===== config.mk =====
export PLATFORM = sky130hd
export DESIGN_NAME = opnd_bypass_sel
export DESIGN_NICKNAME = d
export VERILOG_FILES = /design/src/rtl/opnd_bypass_pkg.sv /design/src/rtl/opnd_stage_probe.sv /design/src/rtl/opnd_bypass_sel.sv
export SDC_FILE = /design/constraint.sdc
export NUM_CORES = 1
export LEC_CHECK = 0
export ABC_AREA = 1
export BUFFER_PORTS_ARGS = -buffer_cell sky130_fd_sc_hd__buf_2
export CAP_MARGIN = 10
export CORE_AREA = 2 2 117 119
export DETAILED_ROUTE_END_ITERATION = 6
export DIE_AREA = 0 0 119 121
export PLACE_DENSITY = 0.6
export SLEW_MARGIN = 20
export SYNTH_ARGS = -nofsm -noshare
export SYNTH_HDL_FRONTEND = slang
export SYNTH_SLANG_ARGS = --single-unit

===== constraint.sdc =====
create_clock -name vclk -period 1.15
set_clock_uncertainty 0.05 [all_clocks]
set_input_delay 0 -clock vclk [all_inputs]
set_output_delay 0 -clock vclk [all_outputs]
set_load 0.01 [all_outputs]

===== src/rtl/opnd_bypass_pkg.sv =====
package opnd_bypass_pkg;
  localparam int IDXW = 4;
  localparam int OPW  = 4;

  localparam logic [OPW-1:0] OPC_LOAD   = 4'h6;
  localparam logic [OPW-1:0] OPC_LOADP  = 4'h7;
  localparam logic [OPW-1:0] OPC_STOREP = 4'h9;

  typedef enum logic [1:0] {
    SRC_NONE  = 2'd0,
    SRC_DEST  = 2'd1,
    SRC_SBASE = 2'd2,
    SRC_LBASE = 2'd3
  } src_kind_e;

  function automatic logic is_load(input logic [OPW-1:0] op);
    return (op == OPC_LOAD) || (op == OPC_LOADP);
  endfunction

  function automatic logic dest_allowed(input logic [OPW-1:0] op, input logic early);
    return !(early && is_load(op));
  endfunction
endpackage


===== src/rtl/opnd_stage_probe.sv =====
module opnd_stage_probe
  import opnd_bypass_pkg::*;
#(
  parameter int DW    = 32,
  parameter bit EARLY = 1'b0
) (
  input  logic [IDXW-1:0] src_idx,
  input  logic            valid,
  input  logic [OPW-1:0]  op,
  input  logic [IDXW-1:0] rd,
  input  logic [DW-1:0]   result,
  input  logic [IDXW-1:0] rs1,
  input  logic [DW-1:0]   rs1_upd,
  input  logic [IDXW-1:0] rs2,
  input  logic [DW-1:0]   rs2_upd,
  output logic            hit,
  output src_kind_e       kind,
  output logic [DW-1:0]   val
);
  logic dest_ok;

  generate
    if (EARLY) begin : g_early
      assign dest_ok = dest_allowed(op, 1'b1);
    end else begin : g_late
      assign dest_ok = 1'b1;
    end
  endgenerate

  logic m_dest, m_sbase, m_lbase;
  assign m_dest  = valid && dest_ok && (rd == src_idx);
  assign m_sbase = valid && (op == OPC_STOREP) && (rs2 == src_idx);
  assign m_lbase = valid && (op == OPC_LOADP)  && (rs1 == src_idx);

  always_comb begin
    if (m_dest)       kind = SRC_DEST;
    else if (m_sbase) kind = SRC_SBASE;
    else if (m_lbase) kind = SRC_LBASE;
    else              kind = SRC_NONE;
  end

  always_comb begin
    unique case (kind)
      SRC_DEST:  val = result;
      SRC_SBASE: val = rs2_upd;
      SRC_LBASE: val = rs1_upd;
      default:   val = '0;
    endcase
  end

  assign hit = (kind != SRC_NONE);
endmodule


===== src/rtl/opnd_bypass_sel.sv =====
module opnd_bypass_sel
  import opnd_bypass_pkg::*;
#(
  parameter int DW = 32
) (
  input  logic [3:0]    src_idx,
  input  logic [DW-1:0] rf_val,
  input  logic          mem_valid,
  input  logic [3:0]    mem_op,
  input  logic [3:0]    mem_rd,
  input  logic [DW-1:0] mem_result,
  input  logic [3:0]    mem_rs1,
  input  logic [DW-1:0] mem_rs1_upd,
  input  logic [3:0]    mem_rs2,
  input  logic [DW-1:0] mem_rs2_upd,
  input  logic          wb_valid,
  input  logic [3:0]    wb_op,
  input  logic [3:0]    wb_rd,
  input  logic [DW-1:0] wb_result,
  input  logic [3:0]    wb_rs1,
  input  logic [DW-1:0] wb_rs1_upd,
  input  logic [3:0]    wb_rs2,
  input  logic [DW-1:0] wb_rs2_upd,
  output logic [DW-1:0] opnd,
  output logic          fwd_hit,
  output logic [3:0]    clr_idx
);
  logic            mem_hit, wb_hit;
  src_kind_e       mem_kind, wb_kind;
  logic [DW-1:0]   mem_val, wb_val;

  opnd_stage_probe #(.DW(DW), .EARLY(1'b1)) u_mem (
    .src_idx(src_idx), .valid(mem_valid), .op(mem_op), .rd(mem_rd),
    .result(mem_result), .rs1(mem_rs1), .rs1_upd(mem_rs1_upd),
    .rs2(mem_rs2), .rs2_upd(mem_rs2_upd),
    .hit(mem_hit), .kind(mem_kind), .val(mem_val)
  );

  opnd_stage_probe #(.DW(DW), .EARLY(1'b0)) u_wb (
    .src_idx(src_idx), .valid(wb_valid), .op(wb_op), .rd(wb_rd),
    .result(wb_result), .rs1(wb_rs1), .rs1_upd(wb_rs1_upd),
    .rs2(wb_rs2), .rs2_upd(wb_rs2_upd),
    .hit(wb_hit), .kind(wb_kind), .val(wb_val)
  );

  always_comb begin
    if (mem_hit)     opnd = mem_val;
    else if (wb_hit) opnd = wb_val;
    else             opnd = rf_val;
  end

  assign fwd_hit = mem_hit || wb_hit;
  assign clr_idx = fwd_hit ? src_idx : '0;
endmodule


==> summary.md <==
| Metric | Value |
|---|---|
| Routed vias | `5543` |
| Seq/Total Area, Yosys | `0` |
| Worst-path cell chain | `buf_12 -> buf_8 -> xnor2_1 -> nand3b_1 -> nor2_4 -> buf_12 -> clkbuf_16 -> nand3_1 -> nand2_1 -> nor2_1 -> nand3_2 -> buf_6` |
| Netlist cell types | `23` |
| First-pass GRT wire length | `27.12 mm` |
| Max Cap Viol | `0` |
| DP Wirelength | `14.00 mm` |
| Register area | `0 µm²` |
| Initial Utilization | `0.2198` |
| Finished layout cell area | `6138 µm²` |
| Die Y | `121 µm` |
| Total wire length | `19.43 mm` |
| RSZ-0062 raised after global routing | `yes` |
| Final Hold Fails | `0` |
| PortBufs | `299` |
| Synth top area share | `0.2784` |
| IO Count | `299` |
| Post-synth top area cell | `nand3_1` |
| VDD IR max | `0.2857 mV` |
| Final min period | `1.481 ns` |
| GRT overflow | `0` |
| Row count | `42` |
| Post-DR wirelength/cell | `17.08 µm` |
| Max transition margin | `0.7781` |
| Number of sequential cells in the layout | `0` |
| GR Util All Layers | `0.2361` |
| Crit. End Element | `output port` |
| DRC Markers | `0` |
| Mapped Cells | `633` |
| Largest net degree at the start of global routing | `33` |
| Vias in the first global route | `5153` |
| Setup violations, final | `37` |
| Die ar. | `14400 µm²` |
| Syn_area_per_cell | `4.544 µm²` |
| Initial DRC count | `381` |
| CLK BUF | `0` |
| Setup WS pre-CTS | `-0.4655 ns` |
| Failing checks | `negative setup slack` |
| Synthesis Warnings | `0` |
| Antenna Nets Post-Route | `0` |
| Leakage Power | `3.399 nW` |
| Status | `complete, but fails checks` |
| Share of the cycle needed by the critical path after routing | `1.288` |
| Share of post-route cells with drive strength above 1 | `0.5603` |
| Initial antenna violation count | `1` |
| Syn Std Cell Area | `2877 µm²` |
| Syn_nets | `895` |
| Cell Pwr Density | `305.9 nW/µm²` |
| CP Max Fanout | `15` |
| Hold buffer count at cts | `0` |
| Placer Congestion | `0.9017` |
| Slew Limit Fails | `0` |
| Placed Area | `4942 µm²` |
| N_diodes | `0` |
| Ranking of synthesized cells by area | `nand3_1, nand2_1, nor2_1, inv_1, nand4_1` |
| Setup crit end | `opnd[12]` |
| Vias per inst | `4.871` |
| Slowest CP cell | `xnor2_1` |
| Hold Path Class | `in2out` |
| Area Growth Syn to Fin | `113.4%` |
| DR pass1 iterations | `5` |
| Worst slew pin tran | `0.3324 ns` |
| Required @ worst endpoint | `1.10 ns` |
| Crit Path Class | `in2out` |
| Crit-path most repeated cell | `buf_12` |
| CP startpoint | `src_idx[2]` |
| Core box area | `13090 µm²` |
| NumNets Final | `1226` |
| Die width | `119 µm` |
| CP Launch Type | `input port` |
| Fmax | `675.1 MHz` |
| Setup ws final | `-0.3313 ns` |
| Worst path max stage delay | `0.17 ns` |
| Arrival @ worst endpoint | `1.43 ns` |
==> logic make-up after synthesis <==
group / count (synthesis) / share of synthesized area
AND/OR/NAND/NOR: 511 / 0.8099
XOR/XNOR: 2 / 0.008702
AO/OA/AOI/OAI: 10 / 0.01740
buffers and inverters: 110 / 0.1640
==> report_power, final <==
part	switching, mW	internal (mW)
combinational	0.965	0.912
clock	0	0
sequential	0	0
total	0.965	0.912
==> synthesized netlist by cell type, drive strengths merged <==
cell type	number
nand3	163
o21ai	2
buf	29
xnor2	2
clkbuf	12
nor3	3
a21oi	8
inv	69
nor2	96
nand2	205
and3	8
nand3b	4
nand4	32
==> timing repair <==
| action | 4_1_cts | 5_1_grt |
|---|---|---|
| pin swaps | 22 | 47 |
| endpoints found under the setup margin | 37 | 37 |
| hold endpoints to repair | 0 | 0 |
| resized for setup | 134 | 101 |
| cloned | 5 | 5 |
| setup buffers | 11 | 10 |
==> per-layer routing <==
metal / routed length [µm] / track usage / part of all wire / vias up
met1: 7621 / 0.2973 / 0.39 / 2510
li1: - / - / - / 2712
met2: 9840 / 0.4411 / 0.51 / 297
met4: 347 / 0.03051 / 0.018 / 2
met3: 1609 / 0.02679 / 0.083 / 22
met5: 13 / 0 / 0.00067 / -
==> critical path, delay by kind of cell <==
kind	cells	cell delay (ns)
xor+xnor	1	0.17
buf+inv	5	0.63
simple gates	6	0.62
==> placed cells by master, fill, tap and decap left out, drive strengths merged, types with 3 or more instances in the layout <==
master  instances
a21oi           8
and3            8
buf           364
clkbuf          5
inv            69
nand2         205
nand3         163
nand3b          4
nand4          32
nor2           97
nor3            3
==> through the flow <==
step | utilization | cells | hold WS, ns | TNS, ns | total power [mW]
2_1_floorplan | - | 633 | 0.07736 | -0.05774 | 0.6516
3_3_place_gp | 0.3777 | 1109 | 0.2387 | -12.95 | 1.463
3_5_place_dp | 0.3777 | 1109 | 0.2423 | -14.54 | 1.468
4_1_cts | 0.4269 | 1125 | 0.2358 | -9.177 | 1.722
5_1_grt | 0.4691 | 1138 | 0.2543 | -13.81 | 2.029
6_report | 0.4691 | 1138 | 0.2352 | -10.29 | 1.877
==> how the worst min path moves through the flow <==
stage                to  depth (start not counted)  slack, ns            from
2_1_floorplan  opnd[10]                          2       0.08      rf_val[10]
3_3_place_gp   opnd[25]                          4       0.24  mem_result[25]
3_5_place_dp   opnd[25]                          4       0.24  mem_result[25]
4_1_cts        opnd[22]                          4       0.24      rf_val[22]
5_1_grt        opnd[20]                          4       0.25      rf_val[20]
6_report       opnd[24]                          4       0.24  mem_result[24]
==> area by class of cell <==
class	instances	area (µm²)
repair buffers	369	2604
fillers	1411	6947
multi-input cells	524	3020
well taps	176	220.2
inverters	69	294.0
(Power assumes the default switching activity.)
